<file path="src/rtl/spi_ctl_pkg.sv">
package spi_ctl_pkg;

  localparam int BYTE_W = 8;
  localparam int HALF_N = 2 * BYTE_W;
  localparam int HALF_W = $clog2(HALF_N);
  localparam int DIV_W  = 5;
  localparam int FLAG_N = 3;

  typedef enum logic [1:0] {
    SEL_CTRL = 2'd0,
    SEL_STAT = 2'd1,
    SEL_DATA = 2'd2
  } reg_sel_e;

  typedef struct packed {
    logic       irq_en;
    logic       sys_en;
    logic       open_drain;
    logic       master;
    logic       cpol;
    logic       cpha;
    logic [1:0] rate;
  } ctrl_t;

  // flag vector order: [2] complete, [1] collision, [0] mode fault
  localparam int F_DONE = 2;
  localparam int F_COLL = 1;
  localparam int F_MODF = 0;

  // clock cycles per half bit for each rate code
  function automatic logic [DIV_W-1:0] half_cycles(input logic [1:0] code);
    logic [DIV_W-1:0] n;
    case (code)
      2'd0:    n = DIV_W'(1);
      2'd1:    n = DIV_W'(2);
      2'd2:    n = DIV_W'(8);
      default: n = DIV_W'(16);
    endcase
    return n;
  endfunction

endpackage

</file>
<file path="src/rtl/spi_half_tick.sv">
module spi_half_tick
  import spi_ctl_pkg::*;
(
  input  logic       clk,
  input  logic       rst_n,
  input  logic       load,
  input  logic [1:0] rate_code,
  input  logic       run,
  output logic       tick
);

  logic [DIV_W-1:0] span_q, span_d;
  logic [DIV_W-1:0] cnt_q, cnt_d;
  logic             at_end;

  assign at_end = (cnt_q == span_q - DIV_W'(1));
  assign tick   = run && at_end;

  always_comb begin
    span_d = span_q;
    cnt_d  = cnt_q;
    if (load) begin
      span_d = half_cycles(rate_code);
      cnt_d  = '0;
    end else if (run) begin
      if (at_end) cnt_d = '0;
      else        cnt_d = cnt_q + DIV_W'(1);
    end else begin
      cnt_d = '0;
    end
  end

  always_ff @(posedge clk or negedge rst_n) begin
    if (!rst_n) begin
      span_q <= DIV_W'(1);
      cnt_q  <= '0;
    end else begin
      span_q <= span_d;
      cnt_q  <= cnt_d;
    end
  end

  AST_TICK_NEEDS_RUN: assert property (@(posedge clk) disable iff (!rst_n)
    !run |=> cnt_q == '0);

endmodule

</file>
<file path="src/rtl/spi_shift_engine.sv">
module spi_shift_engine
  import spi_ctl_pkg::*;
(
  input  logic              clk,
  input  logic              rst_n,
  input  logic              start,
  input  logic [BYTE_W-1:0] tx_byte,
  input  logic              tick,
  input  logic              cpol,
  input  logic              cpha,
  input  logic              miso,
  output logic              busy,
  output logic              done,
  output logic              sck,
  output logic              mosi,
  output logic [BYTE_W-1:0] rx_byte
);

  logic              busy_q, busy_d;
  logic [HALF_W-1:0] half_q, half_d;
  logic [BYTE_W-1:0] tx_q, tx_d;
  logic [BYTE_W-1:0] rsh_q, rsh_d;
  logic [BYTE_W-1:0] rbuf_q, rbuf_d;
  logic              last_half;

  assign last_half = (half_q == HALF_W'(HALF_N - 1));
  assign done      = busy_q && tick && last_half;
  assign busy      = busy_q;
  assign mosi      = tx_q[BYTE_W-1];
  assign rx_byte   = rbuf_q;
  // even halves: phase 0 at rest level, phase 1 at active level
  assign sck       = busy_q ? (cpol ^ half_q[0] ^ cpha) : cpol;

  always_comb begin
    busy_d = busy_q;
    half_d = half_q;
    tx_d   = tx_q;
    rsh_d  = rsh_q;
    rbuf_d = rbuf_q;
    if (start) begin
      busy_d = 1'b1;
      half_d = '0;
      tx_d   = tx_byte;
    end else if (busy_q && tick) begin
      half_d = half_q + HALF_W'(1);
      if (!half_q[0]) begin
        rsh_d = {rsh_q[BYTE_W-2:0], miso};
      end else begin
        tx_d = {tx_q[BYTE_W-2:0], 1'b0};
        if (last_half) begin
          busy_d = 1'b0;
          rbuf_d = rsh_q;
        end
      end
    end
  end

  always_ff @(posedge clk or negedge rst_n) begin
    if (!rst_n) begin
      busy_q <= 1'b0;
      half_q <= '0;
      tx_q   <= '0;
      rsh_q  <= '0;
      rbuf_q <= '0;
    end else begin
      busy_q <= busy_d;
      half_q <= half_d;
      tx_q   <= tx_d;
      rsh_q  <= rsh_d;
      rbuf_q <= rbuf_d;
    end
  end

  AST_HOLD_BETWEEN_TICKS: assert property (@(posedge clk) disable iff (!rst_n)
    busy_q && !tick |=> $stable(tx_q) && $stable(half_q));

  AST_DONE_ENDS_XFER: assert property (@(posedge clk) disable iff (!rst_n)
    done |=> !busy_q);

  AST_ONE_EVENT: assert property (@(posedge clk) disable iff (!rst_n)
    $onehot0({start, done}));

endmodule

</file>
<file path="src/rtl/spi_flag_unit.sv">
module spi_flag_unit
  import spi_ctl_pkg::*;
(
  input  logic              clk,
  input  logic              rst_n,
  input  logic [FLAG_N-1:0] set_evt,
  input  logic              stat_rd,
  input  logic              data_acc,
  input  logic              irq_en,
  output logic [FLAG_N-1:0] flags,
  output logic              irq
);

  logic [FLAG_N-1:0] flg_q, flg_d;
  logic [FLAG_N-1:0] cap_q, cap_d;
  logic [FLAG_N-1:0] clr;

  assign clr   = data_acc ? cap_q : '0;
  assign flags = flg_q;
  assign irq   = flg_q[F_DONE] & irq_en;

  always_comb begin
    flg_d = (flg_q & ~clr) | set_evt;
    cap_d = cap_q;
    if (stat_rd)       cap_d = flg_q;
    else if (data_acc) cap_d = '0;
  end

  always_ff @(posedge clk or negedge rst_n) begin
    if (!rst_n) begin
      flg_q <= '0;
      cap_q <= '0;
    end else begin
      flg_q <= flg_d;
      cap_q <= cap_d;
    end
  end

  AST_COLL_SETS: assert property (@(posedge clk) disable iff (!rst_n)
    set_evt[F_COLL] |=> flg_q[F_COLL]);

  AST_CLEAR_CAPTURED: assert property (@(posedge clk) disable iff (!rst_n)
    data_acc && (cap_q != '0) && (set_evt == '0) |=> (flg_q & $past(cap_q)) == '0);

  AST_FLAGS_HOLD: assert property (@(posedge clk) disable iff (!rst_n)
    !data_acc && (set_evt == '0) |=> flg_q == $past(flg_q));

  AST_IRQ_ON_DONE: assert property (@(posedge clk) disable iff (!rst_n)
    set_evt[F_DONE] && irq_en |=> irq || !irq_en);

endmodule

</file>
<file path="src/rtl/spi_ctl_top.sv">
module spi_ctl_top
  import spi_ctl_pkg::*;
(
  input  logic              clk,
  input  logic              rst_n,
  input  logic [1:0]        reg_sel,
  input  logic              rd_en,
  input  logic              wr_en,
  input  logic [BYTE_W-1:0] wr_data,
  output logic [BYTE_W-1:0] rd_data,
  output logic              irq,
  output logic              sck,
  output logic              mosi,
  input  logic              miso,
  output logic              ss_n_out,
  input  logic              ss_n_in
);

  ctrl_t             ctrl_q, ctrl_d;
  logic              busy, done, tick;
  logic [BYTE_W-1:0] rx_byte;
  logic [FLAG_N-1:0] flags, set_evt;
  logic              ctrl_wr, data_wr, data_rd, stat_rd;
  logic              start, coll, data_acc;

  assign ctrl_wr  = wr_en && (reg_sel == SEL_CTRL);
  assign data_wr  = wr_en && (reg_sel == SEL_DATA);
  assign data_rd  = rd_en && (reg_sel == SEL_DATA);
  assign stat_rd  = rd_en && (reg_sel == SEL_STAT);
  assign start    = data_wr && ctrl_q.sys_en && !busy;
  assign coll     = data_wr && ctrl_q.sys_en && busy;
  assign data_acc = data_rd || (data_wr && ctrl_q.sys_en);

  always_comb begin
    set_evt         = '0;
    set_evt[F_DONE] = done;
    set_evt[F_COLL] = coll;
    set_evt[F_MODF] = ctrl_q.master && !ss_n_in;
  end

  always_comb begin
    ctrl_d = ctrl_q;
    if (ctrl_wr) ctrl_d = ctrl_t'(wr_data);
  end

  always_ff @(posedge clk or negedge rst_n) begin
    if (!rst_n) ctrl_q <= '0;
    else        ctrl_q <= ctrl_d;
  end

  always_comb begin
    case (reg_sel)
      SEL_CTRL: rd_data = ctrl_q;
      SEL_STAT: rd_data = {flags[F_DONE], flags[F_COLL], 1'b0, flags[F_MODF], 4'b0000};
      SEL_DATA: rd_data = rx_byte;
      default:  rd_data = '0;
    endcase
  end

  assign ss_n_out = !(busy && ctrl_q.master);

  spi_half_tick u_tick (
    .clk       (clk),
    .rst_n     (rst_n),
    .load      (start),
    .rate_code (ctrl_q.rate),
    .run       (busy),
    .tick      (tick)
  );

  spi_shift_engine u_engine (
    .clk     (clk),
    .rst_n   (rst_n),
    .start   (start),
    .tx_byte (wr_data),
    .tick    (tick),
    .cpol    (ctrl_q.cpol),
    .cpha    (ctrl_q.cpha),
    .miso    (miso),
    .busy    (busy),
    .done    (done),
    .sck     (sck),
    .mosi    (mosi),
    .rx_byte (rx_byte)
  );

  spi_flag_unit u_flags (
    .clk      (clk),
    .rst_n    (rst_n),
    .set_evt  (set_evt),
    .stat_rd  (stat_rd),
    .data_acc (data_acc),
    .irq_en   (ctrl_q.irq_en),
    .flags    (flags),
    .irq      (irq)
  );

  AST_DISABLED_WRITE: assert property (@(posedge clk) disable iff (!rst_n)
    data_wr && !ctrl_q.sys_en && !busy |=> !busy);

  AST_MODE_FAULT: assert property (@(posedge clk) disable iff (!rst_n)
    ctrl_q.master && !ss_n_in |=> flags[F_MODF]);

endmodule

</file>
<file path="config.mk">
export PLATFORM = sky130hd
export DESIGN_NAME = spi_ctl_top
export DESIGN_NICKNAME = d
export VERILOG_FILES = /design/src/rtl/spi_ctl_pkg.sv /design/src/rtl/spi_half_tick.sv /design/src/rtl/spi_shift_engine.sv /design/src/rtl/spi_flag_unit.sv /design/src/rtl/spi_ctl_top.sv
export SDC_FILE = /design/constraint.sdc
export NUM_CORES = 1
export LEC_CHECK = 0
export CORE_MARGIN = 4
export CORE_UTILIZATION = 43
export CTS_CLUSTER_DIAMETER = 200
export DETAILED_ROUTE_END_ITERATION = 10
export DONT_BUFFER_PORTS = 1
export SLEW_MARGIN = 5
export SYNTH_ARGS = -nofsm -noshare
export SYNTH_HDL_FRONTEND = slang
export SYNTH_HIERARCHICAL = 1
export SYNTH_SLANG_ARGS = --single-unit
export TNS_END_PERCENT = 30
</file>
<file path="constraint.sdc">
create_clock -name clk -period 5.7 [get_ports clk]
set_clock_uncertainty 0.05 [all_clocks]
set_input_delay 0.285 -clock clk [delete_from_list [all_inputs] [get_ports clk]]
set_output_delay 0.285 -clock clk [all_outputs]
set_load 0.01 [all_outputs]
</file>
Word-level counts from Yosys, hierarchy flattened --
Cells that the tools add are included.
Storage, ports and cells: register bits after elaboration 53
Operators by class: reduce and logical (&&, ||, !) cells 26, eq/ne operators 6, add/subtract/negate cells 3, bitwise logic cells 8, muxes and demuxes 18
Operators with widths (number):
- $mux W8 | 3
- $pmux W8 S3 | 1
- $mux W5 | 3
- $pmux W5 S3 | 1
- $logic_and A1 B1 Y1 | 12
- $mux W3 | 3
- $mux W4 | 2
- $reduce_bool A2 Y1 | 4
- $reduce_and A3 Y1 | 2
- $add A5 B1 Y5 const B | 1
- $eq A5 B5 Y1 | 1
- $mux W1 | 5
- $sub A5 B1 Y5 const B | 1
- $add A4 B1 Y4 const B | 1
- $eq A2 B1 Y1 const B | 2
- $eq A2 B2 Y1 const B | 2
- $eq A4 B4 Y1 const B | 1
- $logic_not A2 Y1 | 2
- $reduce_and A4 Y1 | 1
- $and A3 B3 Y3 | 1
- $logic_not A1 Y1 | 3
- $not A3 Y3 | 1
- $or A3 B3 Y3 | 1
- $not A1 Y1 | 2
- 4 further kinds | 5

Logic depth before layout (Yosys ltp) --
word-level depth 8, mapped depth 10

Cells and area by module --
The synthesis kept the hierarchy.
Modules (own cells, without submodules):
- spi_shift_engine | times used 1, cells an instance 106, area each 1249.9 um2, seq. area each 725.7 um2
- spi_ctl_top | times used 1, cells an instance 45, area each 500.5 um2, seq. area each 200.2 um2
- spi_half_tick | times used 1, cells an instance 46, area each 494.2 um2, seq. area each 226.5 um2
- spi_flag_unit | times used 1, cells an instance 17, area each 222.7 um2, seq. area each 150.1 um2

Least setup slack after synthesis --
OpenSTA, ideal clock, no wires.
kind register to register, from register u_tick.span_q[0], to register u_engine.rbuf_q[0], in the netlist u_engine/rx_byte[0], path buffers 0, period minus slack after synthesis 2.872 ns, slack 2.828 ns, arrival time 2.698 ns, cell stages (with the launch flop) 10, required time 5.525 ns, cells stage by stage dfstp_2 inv_1 ha_1 ha_1 xnor2_1 nor4_4 and3_1 nand2_4 nor4_4 mux2_2
Between the ends: word-level cells in the longest chain between the ends 5
Ends and longest elaborated chain:
- from (decl) | line spi_half_tick.sv:12 | logic [DIV_W-1:0] span_q, span_d;
- from (signal assigned) | line spi_half_tick.sv:38 | span_q <= span_d;
- $sub A5 B1 Y5 | line spi_half_tick.sv:16 | assign at_end = (cnt_q == span_q - DIV_W'(1));
- $eq A5 B5 Y1 | line spi_half_tick.sv:16
- $logic_and A1 B1 Y1 | line spi_half_tick.sv:17 | assign tick = run && at_end;
- named net tick | line spi_ctl_top.sv:20 | logic busy, done, tick;
- $logic_and A1 B1 Y1 | line spi_shift_engine.sv:44 | end else if (busy_q && tick) begin
- $reduce_and A4 Y1 (no source line)
- to (signal assigned) | line spi_shift_engine.sv:70 | rbuf_q <= rbuf_d;
- to (decl) | line spi_shift_engine.sv:23 | logic [BYTE_W-1:0] rbuf_q, rbuf_d;
The timed path passes the listed nets, and every way through them passes these cells. A chain may end at the register's enable or synchronous reset.

Worst setup path after layout --
from register u_tick.span_q[0], to register u_engine.rbuf_q[5], in the netlist u_engine/rx_byte[5]
Same word-level chain as after synthesis.

==> results.md <==
- Multi-input logic area: ~1100 µm²
- Synth Area in Compound Gates: 9.43%
- Post-synth EDFFs: 0
- Count of clock tree sinks: between 50 and 60
- Max incr delay on CP: approximately 0.55 ns
- Worst-Margin Slew: between 0.6 and 0.7 ns
- Synth Area in Adders: 2.03%
- Num CTS Buffers: 5
- Async set or reset register ratio after synthesis: 100%
- Hold WC Path Type: in2reg
- Hpwl dp: 3.28 mm
- Final critical-path required period: about 3.2 ns
- Psw: 0.334 mW
- Initial core utilization: approximately 45%
- Largest cells by area after synthesis: dfrtp_1 52%, mux2_2 11%, a21oi_1 3.4%, mux2i_1 3.2%, nand2_1 2.6%
- GP Congestion: 0.736
- Post-synthesis net count: between 200 and 250
- Final-report hold violation count: 0
- # resized after CTS: 0
- Crit Path Class: reg2reg
- Area share of the largest cell type after synthesis: 51.7%
- DRC violations left: 0
- Synth top cells by count: 51 x dfrtp_1, 24 x mux2_2, 17 x a21oi_1, 17 x nand2_1, 11 x nor2_1
- Leak: 1.22 nW
- Internal: 0.712 mW
- Number of synthesized register bits: between 50 and 60
- Largest net degree at the start of global routing: 53
- ANT nets after route: 0
- R2r worst-path depth: 9
- CP Data Required Time: 5.85 ns
- # IOs: 28
- Max Cap Violations: 0
- CP endpoint kind: flip-flop
- Warnings from Yosys: 6
- Row count: 27
- Total iterations of the first detailed-routing run: 4
- Max Freq: 317 MHz
- Post-CTS Setup Inserts: 0
- RSZ-0062 raised after global routing: false
- Reg2Reg Setup Slack: 2.55 ns
- Layout cells sized above 1: between 10% and 20%
- Final Cycle Share: 55.3%
- Ant. Diodes: 0
- Clock H-tree levels: 2
- Height of the chip: 83.8 µm
- 1st-iter DRT viols: 65
- Comb pwr share: 24.3%
- WL final: 4.67 mm
- Initial antenna violation count: 0
- Switching share of total power: around a third
- First-pass GRT wire length: 8.00 mm
- GRT Total Usage: 14.0%
- CP arrival: about 3.3 ns
- DIE WIDTH: 83.8 µm
- Layout area overhead: 9.28%
- RR Startpoint: u_tick/span_q[0]$_DFFE_PN1P_
- Core area: 5540 µm²
- Cts hold-fix bufs: 2
- Sum Neg Setup Slack: 0 ns
- Syn Area/Cell: around 12 µm²
- Slew Viols, Final: 0
- Distinct cell type count of the synthesized netlist: 33
- Vias in the first global route: around 1600
- Largest family of logic cells by synthesized area: simple AND/OR/NAND/NOR gates
- Drt wl/cell: 16.1 µm
- Cell count after synthesis: 214
- CTS tree: done
- Worst-path clk slew: 0.09 ns
- Peak VDD IR: 0.242 mV
- Fill cell count: 526
- Crit path buffers/inverters: 1
- Worst-case clock buffer depth: 2
- Mapped Area: 2470 µm²
- Seq/Total Area, Yosys: 52.8%
- CP delay by family, top: simple AND/OR/NAND/NOR gates
- Status: completed
- Crit path cell chain: inv_1 > ha_1 > ha_1 > xnor2_1 > nor4_4 > and3_1 > nand2_4 > nor4_4 > mux2_2
- DIE AREA: 7010 µm²
- HP Start: wr_data[0]
- Clock Latency Late Sink: ~0.3 ns
- Most common cell in the netlist: dfrtp_1
- DR vias: 1539
- Power density over cell area: 388 nW/µm²
- Register area: between 1000 and 1500 µm²
- Reg-to-reg endpoint: u_engine/rx_byte[5]$_DFFE_PN0P_
- Fin nets: 237
- CP max FO: 8
- Clock root buffer: clkbuf_8
- Final setup fails: 0
- Mux cell area share after synthesis: about 14%
- Most used DFF post-synth: dfrtp_1
- Area leader, netlist: dfrtp_1
- Flop pwr share: 50.3%
- Port bufs: 0
- Hold Crit Endpoint: u_engine/tx_q[0]$_DFFE_PN0P_
- Clock power frac: about a quarter
- Startpoint Class: flip-flop
- Synth Area in XOR/XNOR: 4.61%
- Util after Layout: 48.7%
- Max_slew headroom: 57.0%
- Post-synthesis simple-gate area fraction: about 15%
- Vias/cell: 5.31
- Hold-critical path depth: 2
- GRT overflow: 0
- Crit-path slowest cell: dfstp_2
==> worst max-delay path by stage <==
stage | startpoint | slack (ns) | end | depth (start not counted)
6_report | u_tick/span_q[0]$_DFFE_PN1P_ | 2.55 | u_engine/rx_byte[5]$_DFFE_PN0P_ | 9
5_1_grt | u_tick/span_q[0]$_DFFE_PN1P_ | 2.31 | u_engine/rx_byte[0]$_DFFE_PN0P_ | 9
4_1_cts | u_tick/span_q[0]$_DFFE_PN1P_ | 2.50 | u_engine/rsh_q[7]$_DFFE_PN0P_ | 9
3_5_place_dp | u_tick/span_q[0]$_DFFE_PN1P_ | 2.53 | u_engine/rsh_q[7]$_DFFE_PN0P_ | 9
3_3_place_gp | u_tick/span_q[0]$_DFFE_PN1P_ | 2.58 | u_engine/rx_byte[5]$_DFFE_PN0P_ | 9
2_1_floorplan | u_tick/span_q[0]$_DFFE_PN1P_ | 2.83 | u_engine/rx_byte[0]$_DFFE_PN0P_ | 9
==> cell type report <==
type	instances	area share (%)
clock inverters	2	1.44
flip-flops and latches	52	48.3
clock buffers	6	3.06
repair buffers	3	1.67
well taps	72	3.34
inverters	7	0.974
multi-input cells	148	41.2
==> placed cells by master, fill, tap and decap left out, drive strengths merged, types with 3 or more instances in the layout <==
cell type  synthesis  final
dfrtp             51     51
mux2              24     24
nand2             18     18
a21oi             17     17
nor2              12     12
nor2b              9      9
mux2i              8      8
inv                7      7
nand3              7      7
xnor2              7      7
o21ai              7      7
clkbuf             6      6
xor2               6      6
a211oi             5      5
ha                 4      4
o2bb2ai            3      3
a21o               3      3
a22o               3      3
==> through the flow <==
stage,hold slack [ns],setup slack [ns],std cells,power [mW],instance area (µm²)
CTS,0.0503,2.50,290,1.06,2700
global placement,-0.0578,2.58,280,0.772,2540
detailed placement,-0.0575,2.53,280,0.781,2540
global route,0.0575,2.31,290,1.12,2700
finish,0.0530,2.55,290,1.05,2700
floorplan,-0.0606,2.83,214,0.729,2470
==> per-layer routing <==
layer / GRT usage [%] / vias up / share of wire, %
li1: - / 752 / -
met1: 18.2 / 754 / 46
met5: 0 / - / 0
met2: 22.6 / 27 / 48
met3: 4.44 / 6 / 5.1
met4: 3.95 / 0 / 1.2
==> worst register-to-register path: cells and delay by family (launching register included) <==
kind                     cells  cell delay [ns]
AND/OR/NAND/NOR              4             1.32
adder cells (fa/ha/maj)      2             0.51
buffers and inverters        1             0.05
XOR/XNOR                     1             0.15
flip-flops                   1             0.55
multiplexers                 1             0.40
==> flip-flops by register name, summed over array words and instances, names as in the netlist <==
signal            flops
u_engine/rsh_q        8
u_engine/half_q       4
u_engine/rx_byte      8
u_flags/cap_q         3
u_engine/tx_q         8
u_engine/busy         1
u_flags/flags         3
u_tick/cnt_q          5
ctrl_q                8
u_tick/span_q         4
==> power groups by stage <==
stage / Combinational [mW] / Sequential, mW / Clock [mW]
floorplan: 0.220 / 0.509 / 0
global placement: 0.240 / 0.532 / 0
detailed placement: 0.247 / 0.534 / 0
CTS: 0.260 / 0.527 / 0.270
global route: 0.293 / 0.539 / 0.286
finish: 0.254 / 0.526 / 0.266
==> logic make-up (layout without fill, tap and decap cells) <==
group | Yosys count | count (layout)
flops | 52 | 52
fa+ha+maj | 4 | 4
compound gates | 38 | 38
xor+xnor | 13 | 13
buf+inv | 14 | 18
mux | 32 | 32
simple gates | 61 | 61
Note: power is estimated with default switching activity, not from simulation.
